### src/rtl/gpio_debounce_port.sv
module gpio_debounce_port #(
  parameter int WIDTH   = 8,
  parameter int SAMPLES = 8
) (
  input  logic             clk,
  input  logic             por_rst_n,
  input  logic             sys_rst_n,
  input  logic             keep_cfg,
  input  logic             strobe_slow,
  input  logic             strobe_fast,
  input  logic [WIDTH-1:0] pad_in,
  input  logic             wr_en,
  input  logic [1:0]       addr,
  input  logic [WIDTH-1:0] wr_data,
  output logic [WIDTH-1:0] rd_data,
  output logic [WIDTH-1:0] evt_bus
);
  localparam int CW = $clog2(SAMPLES);
  localparam logic [CW-1:0] LAST = CW'(SAMPLES - 1);

  logic             cfg_clr, dp_clr, strobe;
  logic [WIDTH-1:0] sync1, sync2, mask_q, filt_q, status, prev_q;
  logic             fast_q;

  assign cfg_clr = !por_rst_n || (!sys_rst_n && !keep_cfg);
  assign dp_clr  = !por_rst_n || !sys_rst_n;
  assign strobe  = fast_q ? strobe_fast : strobe_slow;

  always_ff @(posedge clk) begin
    if (cfg_clr) begin
      mask_q <= '0;
      fast_q <= 1'b0;
    end else if (wr_en) begin
      if (addr == 2'd1) mask_q <= wr_data;
      if (addr == 2'd2) fast_q <= wr_data[0];
    end
  end

  always_ff @(posedge clk) begin
    if (dp_clr) begin
      sync1  <= '0;
      sync2  <= '0;
      prev_q <= '0;
    end else begin
      sync1  <= pad_in;
      sync2  <= sync1;
      prev_q <= status;
    end
  end

  for (genvar i = 0; i < WIDTH; i++) begin : g_pin
    logic          lvl;
    logic [CW-1:0] cnt;
    always_ff @(posedge clk) begin
      if (dp_clr) begin
        lvl <= 1'b0;
        cnt <= '0;
      end else if (!mask_q[i]) begin
        lvl <= sync2[i];
        cnt <= '0;
      end else if (strobe) begin
        if (sync2[i] == lvl) begin
          cnt <= '0;
        end else if (cnt == LAST) begin
          lvl <= sync2[i];
          cnt <= '0;
        end else begin
          cnt <= cnt + 1'b1;
        end
      end
    end
    assign filt_q[i] = lvl;
  end

  assign status  = (mask_q & filt_q) | (~mask_q & sync2);
  assign evt_bus = status ^ prev_q;

  always_comb begin
    case (addr)
      2'd0:    rd_data = status;
      2'd1:    rd_data = mask_q;
      2'd2:    rd_data = {{(WIDTH-1){1'b0}}, fast_q};
      default: rd_data = '0;
    endcase
  end
endmodule

### config.mk
export PLATFORM = sky130hd
export DESIGN_NAME = gpio_debounce_port
export DESIGN_NICKNAME = d
export VERILOG_FILES = /design/src/rtl/gpio_debounce_port.sv
export SDC_FILE = /design/constraint.sdc
export NUM_CORES = 1
export LEC_CHECK = 0
export BUFFER_PORTS_ARGS = -buffer_cell sky130_fd_sc_hd__buf_2
export CAP_MARGIN = 40
export CORE_MARGIN = 2
export CORE_UTILIZATION = 31
export DETAILED_ROUTE_END_ITERATION = 16
export SLEW_MARGIN = 20
export SYNTH_ARGS = -nofsm -noshare
export SYNTH_HDL_FRONTEND = slang
export SYNTH_SLANG_ARGS = --single-unit
### constraint.sdc
create_clock -name clk -period 1.8 [get_ports clk]
set_input_delay 0.18 -clock clk [delete_from_list [all_inputs] [get_ports clk]]
set_output_delay 0.18 -clock clk [all_outputs]
set_load 0.1 [all_outputs]
After elaboration in Yosys (flattened, before gate mapping) --
Cells that the tools add are included.
Operators by class: bitwise gates (word level) 13, equality and inequality tests 42, reduce and logical (&&, ||, !) cells 25, add/subtract/negate cells 8, muxes and demuxes 50
Operator list (count):
- $mux W3 | 16
- $mux W1 | 33
- $ne A2 B2 Y1 const B | 16
- $add A3 B1 Y3 const B | 8
- $eq A3 B3 Y1 const B | 8
- $pmux W8 S3 | 1
- $reduce_and A3 Y1 | 8
- $and A8 B8 Y8 | 2
- $ne A2 B1 Y1 const B | 8
- $reduce_or A2 Y1 | 8
- $eq A1 B1 Y1 | 8
- $not A1 Y1 | 8
- $not A8 Y8 | 1
- $or A8 B8 Y8 | 1
- $xor A8 B8 Y8 | 1
- $reduce_and A2 Y1 | 2
- $logic_not A1 Y1 | 3
- $eq A2 B1 Y1 const B | 1
- $eq A2 B2 Y1 const B | 1
- $logic_not A2 Y1 | 1
- $logic_or A1 B1 Y1 | 2
- $logic_and A1 B1 Y1 | 1
Word-level totals: output and inout bits 16, input port bits 25, logic and storage cells 159, register bits 65

Depth between registers and ports, before layout --
Gate-level depths: netlist of the first run.
depth after elaboration 5, depth in mapped cells 5, gate-level depth less buffers 5

Worst setup path after synthesis of the first run --
No wires, ideal clock.
path kind reg2out, start reg sync2[0], end out rd_data[0], buffers on the path 0, arrival 2.782 ns, data required time 1.620 ns, cell stages (with the launch flop) 4, path slack -1.162 ns, path through dfxtp_1 -> inv_1 -> o31a_1 -> o21ai_0
Between the ends: cells in the longest elaborated chain, start to end 3
RTL lines:
- start, declared | RTL line 22 | logic [WIDTH-1:0] sync1, sync2, mask_q, filt_q, status, prev_q;
- start signal, assigned | RTL line 46 | sync2 <= sync1;
- $and A8 B8 Y8 | RTL line 75 | assign status = (mask_q & filt_q) | (~mask_q & sync2);
- $or A8 B8 Y8 | RTL line 75
- $pmux W8 S3 | RTL line 79 | case (addr)
- end, declared | RTL line 15 | output logic [WIDTH-1:0] rd_data,
No other way between the ends.

Worst setup path in the final report of the first run --
start reg sync2[6], end out rd_data[6]
The elaborated chain is that of the path after synthesis.

==> flow_metrics.tcl, run 1 <==
set metrics [dict create \
    cts_setup_buffers 0 \
    yosysWarnings 0 \
    hold_class "input port to flip-flop" \
    final_util 0.410 \
    swShare 0.244 \
    grt_max_degree 31 \
    synth_top_family_by_area "simple AND/OR/NAND/NOR gates" \
    yosysTopAreaCell "dfxtp_1" \
    crit_arrival_ps 1570 \
    outcome "completed" \
    antenna_found_initial 0 \
    p_total_mw 2.85 \
    io_pins 41 \
    grt_use_total 0.137 \
    clk_latency_ps 330 \
    rows 36 \
    r2r-end "g_pin[5].lvl$_SDFFE_PP0P_" \
    cts_buffers 9 \
    max_slew_margin 0.658 \
    synthAdderAreaFrac 0.0662 \
    io_buffers 40 \
    max_freq_mhz 572 \
    synthTopCellsByArea "dfxtp_1, a32o_1, ha_1" \
    ys.flop_type "dfxtp_1" \
    hp-start "pad_in[0]" \
    crit_slowest_cell "or3b_2" \
    final_cell_area_sq_um 3960 \
    netlist.area_leader.share 0.430 \
    synth-xor-area-share 0.0463 \
    num-fill-cells 934 \
    intPower_mw 2.15 \
    postSynthCellCount 289 \
    multi_input_area_sq_um 1790 \
    critPathLaunch "sync2[6]$_SDFF_PP0_" \
    power_density_nw_per_um2 719 \
    power.switching_mw 0.694 \
    initial_core_util 0.314 \
    routed_wirelength_um 6710 \
    dieArea_sq_um 10600 \
    grt_pass1_vias 2324 \
    seq_area_frac_synth 0.430 \
    cts_buffer_depth 2 \
    finalSetupTns_ps 0 \
    die_h_um 103 \
    path_clk_slew_ps 70 \
    synth-edff-count 0 \
    post-route-drc-count 0 \
    syn2layout_area_growth_pct 30.8 \
    first_iter_violations 66 \
    required_ps 1620 \
    first_pass_iters 4 \
    fin_ws_ps 51.2 \
    rrSetupSlack_ps 380 \
    gp_congestion 0.773 \
    leakagePower_nw 1.66 \
    cp_max_fo 4 \
    slowest_delay_ps 490 \
    tightest_slew_ps 513 \
    avgRoutedWirePerCell_um 14.2 \
    cts_tree "yes" \
    finClkSkew_ps 7.76 \
    worstSetupEndpointType "primary output" \
    min_path_cells 2 \
    pwr-share-clk 0.392 \
    synth_mux_area_frac 0.0753 \
    dp_slack_ps 280 \
    p_seq_frac 0.517 \
    postRouteAntennaNets 0 \
    viasPerCell 5.01 \
    synth_nets 330 \
    hold_viol 0 \
    max-cap-violations 0 \
    drv_slew 0 \
    critical_path.startpoint_type "flip-flop" \
    peakVddDrop_v 0.000341 \
    grt-ovfl-total 0 \
    pwr-share-comb 0.091 \
    cts_root_buf "clkbuf_8" \
    die_x_um 103 \
    drive_above_1_share 0.364 \
    fin_crit_ps 1750 \
    setup_viol 0 \
    synth_compound_area_frac 0.159 \
    cts_hold_buf 0 \
    ys_seq_elements 65 \
    min_to "sync1[0]$_SDFF_PP0_" \
    htree_levels 3 \
    async_reset_ff_frac 0 \
    coreArea_sq_um 9640 \
    avgSynthCellArea_sq_um 10.5 \
    ff2ff_path_depth 4 \
    crit_chain "or3b_2 -> a21oi_4 -> buf_12" \
    dpl-instance-area_sq_um 3730 \
    nets 375 \
    hpwl_um 4800 \
    rsz0062_at_grt "false" \
    synth.distinct_cells 32 \
    crit-reg2reg-launch "fast_q$_SDFFE_PP0P_" \
    synthSimpleGateAreaFrac 0.194 \
    crit_type "flip-flop to primary output" \
    vias 2359 \
    register_area_sq_um 1310 \
    antenna_cells 0 \
    cts.sinks 65 \
    grt_pass1_wl_um 11200 \
    syn_area_sq_um 3020 \
    finalCritPeriodShare 0.972 \
]
## critical path, delay by kind of cell, from the launching register on
kind	cells	cell delay [ps]
buffers and inverters	1	190
and+or+nand+nor	1	490
DFF	1	390
AOI/OAI and AO/OA	1	170
## final cells by class
type / count / share of cell area
Inverter: 1 / 0.000949
Tap cell: 133 / 0.0421
Clock buffer: 12 / 0.0418
Multi-Input combinational cell: 209 / 0.453
Timing Repair Buffer: 48 / 0.127
Sequential cell: 65 / 0.332
Clock inverter: 3 / 0.00380
## registers in the layout, indices dropped and copies added (netlist names)
| signal | cells |
|---|---|
| g_pin.lvl | 8 |
| sync1 | 8 |
| prev_q | 8 |
| sync2 | 8 |
| g_pin.cnt | 24 |
| fast_q | 1 |
| mask_q | 8 |
## worst max path at each step
stage	depth (start not counted)	slack, ps	end
3_3_place_gp	4	300	evt_bus[3]
6_report	3	50	rd_data[6]
3_5_place_dp	4	280	evt_bus[7]
2_1_floorplan	3	-410	rd_data[0]
5_1_grt	3	2	rd_data[4]
4_1_cts	3	1	rd_data[4]
## power by group through the flow
stage	registers (mW)	clock network (mW)	logic, mW
after floorplan	1.50	0	0.161
after global placement	1.50	0	0.257
after detailed placement	1.50	0	0.258
after CTS	1.47	1.16	0.260
after global routing	1.47	1.21	0.278
final	1.47	1.12	0.259
## cells in the mapped netlist (3+ instances only)
| cell | n |
|---|---|
| buf_2 | 5 |
| a21boi_0 | 7 |
| and3_1 | 24 |
| nand3b_1 | 3 |
| xnor2_1 | 16 |
| o221ai_1 | 4 |
| ha_1 | 16 |
| nand4_1 | 16 |
| a21oi_1 | 6 |
| mux2i_1 | 10 |
| and2_4 | 8 |
| nand2b_1 | 7 |
| o221ai_2 | 3 |
| o21ai_0 | 10 |
| or3b_2 | 6 |
| clkbuf_1 | 4 |
| mux2_4 | 4 |
| a32o_1 | 24 |
| mux2_2 | 4 |
| dfxtp_1 | 65 |
| nor2_1 | 32 |
## cell families (layout without fill, tap and decap cells)
| group | after synthesis | count (layout) |
|---|---|---|
| simple gates | 101 | 101 |
| flops | 65 | 65 |
| compound gates | 57 | 57 |
| fa+ha+maj | 16 | 16 |
| mux | 19 | 19 |
| xor+xnor | 16 | 16 |
| buf+inv | 15 | 64 |
## repair_timing
item	CTS	global route
pin swaps	0	0
setup endpoints to repair	7	14
gates cloned	0	0
resized for setup	7	18
## per-stage QoR
stage,hold slack [ps],instances
3_3_place_gp,424,456
5_1_grt,71.8,471
2_1_floorplan,324,289
3_5_place_dp,422,456
6_report,79.5,471
4_1_cts,61.6,471
## layout by cell type (no fill, tap or decap), drive strengths merged, types with 3 or more instances in the layout
cell,count
clkbuf,13
xnor2,16
clkinv,3
or3b,6
o221ai,7
ha,16
a21boi,7
o21ai,11
mux2,8
nor2,33
buf,47
nand4,16
nand2b,7
nand3b,3
and3,24
a32o,24
mux2i,11
dfxtp,65
a21oi,6
and2,8
## layer usage
| layer | part of all wire | global-route usage |
|---|---|---|
| met1 | 0.50 | 0.179 |
| met2 | 0.45 | 0.216 |
| met3 | 0.033 | 0.0346 |
| met4 | 0.014 | 0.0607 |
| met5 | 0 | 0 |
No activity file was read; power rests on OpenSTA's default activity.
==> run 2, diff against run 1 <==
CORE_ASPECT_RATIO = 1.5   (was not set)
==> flow_metrics.tcl, run 2 (same netlist as run 1, synthesis figures left out) <==
set metrics [dict create \
    outcome "completed" \
    peakVddDrop_v 0.000683 \
    viasPerCell 5.31 \
    antenna_found_initial 0 \
    cts_root_buf "clkbuf_16" \
    min_to "mask_q[3]$_SDFFE_PP0P_" \
    routed_wirelength_um 6760 \
    r2r-end "g_pin[4].lvl$_SDFFE_PP0P_" \
    mostFrequentLayoutCells "dfxtp_1, nor2_1, and3_1, a32o_1, buf_2" \
    largest_register "g_pin.cnt" \
    layout.cells.non_filler 454 \
    register_area_sq_um 1310 \
    crit-reg2reg-launch "fast_q$_SDFFE_PP0P_" \
    swShare 0.231 \
    dpl-instance-area_sq_um 3710 \
    hp-start "wr_data[3]" \
    cts_buffer_depth 2 \
    crit_arrival_ps 1590 \
    cts.sinks 65 \
    crit_chain "or3b_2 -> a21oi_4 -> buf_12" \
    grt_use_total 0.136 \
    min_path_cells 3 \
    syn2layout_area_growth_pct 33.7 \
    hpwl_um 4730 \
    largest_register_ffs 24 \
    fin_ws_ps 28.1 \
    grt_pass1_wl_um 11200 \
    use_met2 0.224 \
    hold_class "input port to flip-flop" \
    rows 44 \
    final_common_cell "dfxtp_1" \
    p_total_mw 3.43 \
    first_iter_violations 108 \
    drive_above_1_share 0.345 \
    antenna_cells 0 \
    die_x_um 84.6 \
    max-cap-violations 0 \
    nets 375 \
    crit_type "flip-flop to primary output" \
    slowest_delay_ps 500 \
    pwr-share-clk 0.494 \
    grt-ovfl-total 0 \
    final_util 0.422 \
    grt_max_degree 36 \
    multi_input_area_sq_um 1800 \
    dp_slack_ps 269 \
    rrSetupSlack_ps 380 \
    cts_buffers 9 \
    max_freq_mhz 564 \
    post-route-drc-count 0 \
    finalCritPeriodShare 0.984 \
    leakagePower_nw 1.71 \
    max_slew_margin 0.598 \
    io_pins 41 \
    p_seq_frac 0.430 \
    ff2ff_path_depth 4 \
    finClkSkew_ps 5.16 \
    critical_path.startpoint_type "flip-flop" \
    met1_usage 0.155 \
    pwr-share-comb 0.076 \
    htree_levels 3 \
    power_density_nw_per_um2 847 \
    tightest_slew_ps 602 \
    coreArea_sq_um 9580 \
    setup_viol 0 \
    dp.cells 438 \
    cts_setup_buffers 0 \
    worstSetupEndpointType "primary output" \
    intPower_mw 2.63 \
    drv_slew 0 \
    dieArea_sq_um 10600 \
    final_cell_area_sq_um 4040 \
    cts_tree "yes" \
    required_ps 1620 \
    use_met3 0.0409 \
    hold_viol 0 \
    cpLargestDelayFamily "simple AND/OR/NAND/NOR gates" \
    initial_core_util 0.316 \
    first_pass_iters 4 \
    fin_crit_ps 1770 \
    power.switching_mw 0.792 \
    path_clk_slew_ps 50 \
    num-fill-cells 931 \
    cp_max_fo 4 \
    io_buffers 40 \
    gp_congestion 0.760 \
    grt_pass1_vias 2408 \
    rsz0062_at_grt "true" \
    postRouteAntennaNets 0 \
    die_h_um 125 \
    avgRoutedWirePerCell_um 14.9 \
    busiest_layer "met2" \
    clk_latency_ps 340 \
    worst-path-buf-inv 1 \
    vias 2411 \
    crit_slowest_cell "or3b_2" \
]
## run 2: cell count changes in the layout (fill, tap and decap cells not counted), sizes merged
cell / previous run / this run
buf: 47 / 48
clkbuf: 13 / 14
clkinv: 3 / 2
## run 2: routing by layer
| layer | up-vias | part of all wire |
|---|---|---|
| met1 | 1174 | 0.43 |
| met2 | 49 | 0.51 |
| met4 | 0 | 0.023 |
| li1 | 1178 | - |
| met3 | 10 | 0.040 |
| met5 | - | 0 |
## run 2: what timing repair did
| item | CTS | global route |
|---|---|---|
| cloned | 0 | 0 |
| endpoints found under the setup margin | 7 | 12 |
| hold buffers | 0 | 0 |
| resized for setup | 7 | 14 |
## run 2: how the worst max path moves through the flow
stage                           start         end  cells after the start
2_1_floorplan     sync2[0]$_SDFF_PP0_  rd_data[0]                      3
3_3_place_gp   mask_q[7]$_SDFFE_PP0P_  evt_bus[7]                      4
3_5_place_dp   mask_q[3]$_SDFFE_PP0P_  evt_bus[3]                      4
4_1_cts        mask_q[7]$_SDFFE_PP0P_  rd_data[7]                      4
5_1_grt        mask_q[7]$_SDFFE_PP0P_  evt_bus[7]                      4
6_report          sync2[1]$_SDFF_PP0_  rd_data[1]                      3
## run 2: final cells by class
cell class,instances,area share
Multi-Input combinational cell,209,0.444
Clock inverter,2,0.00248
Clock buffer,14,0.0702
Timing Repair Buffer,48,0.124
Inverter,1,0.000928
Tap cell,115,0.0356
Sequential cell,65,0.323
## run 2: worst register-to-register path: stages (launching register included)
cell	delay, ps
dfxtp_1	420
mux2i_4	290
buf_12	210
mux2_2	350
o221ai_1	70
## run 2: metrics by stage
step / hold WS [ps] / TNS (ps)
6_report: 82.8 / 0
5_1_grt: 84.4 / -33.5
3_3_place_gp: 423 / 0
3_5_place_dp: 425 / 0
4_1_cts: 73.9 / 0
2_1_floorplan: 324 / -407
## run 2: power by group through the flow
stage / registers [mW] / clock network, mW / logic (mW)
floorplan: 1.50 / 0 / 0.161
global placement: 1.50 / 0 / 0.257
detailed placement: 1.50 / 0 / 0.258
CTS: 1.47 / 1.73 / 0.259
global route: 1.47 / 1.80 / 0.276
finish: 1.47 / 1.69 / 0.259
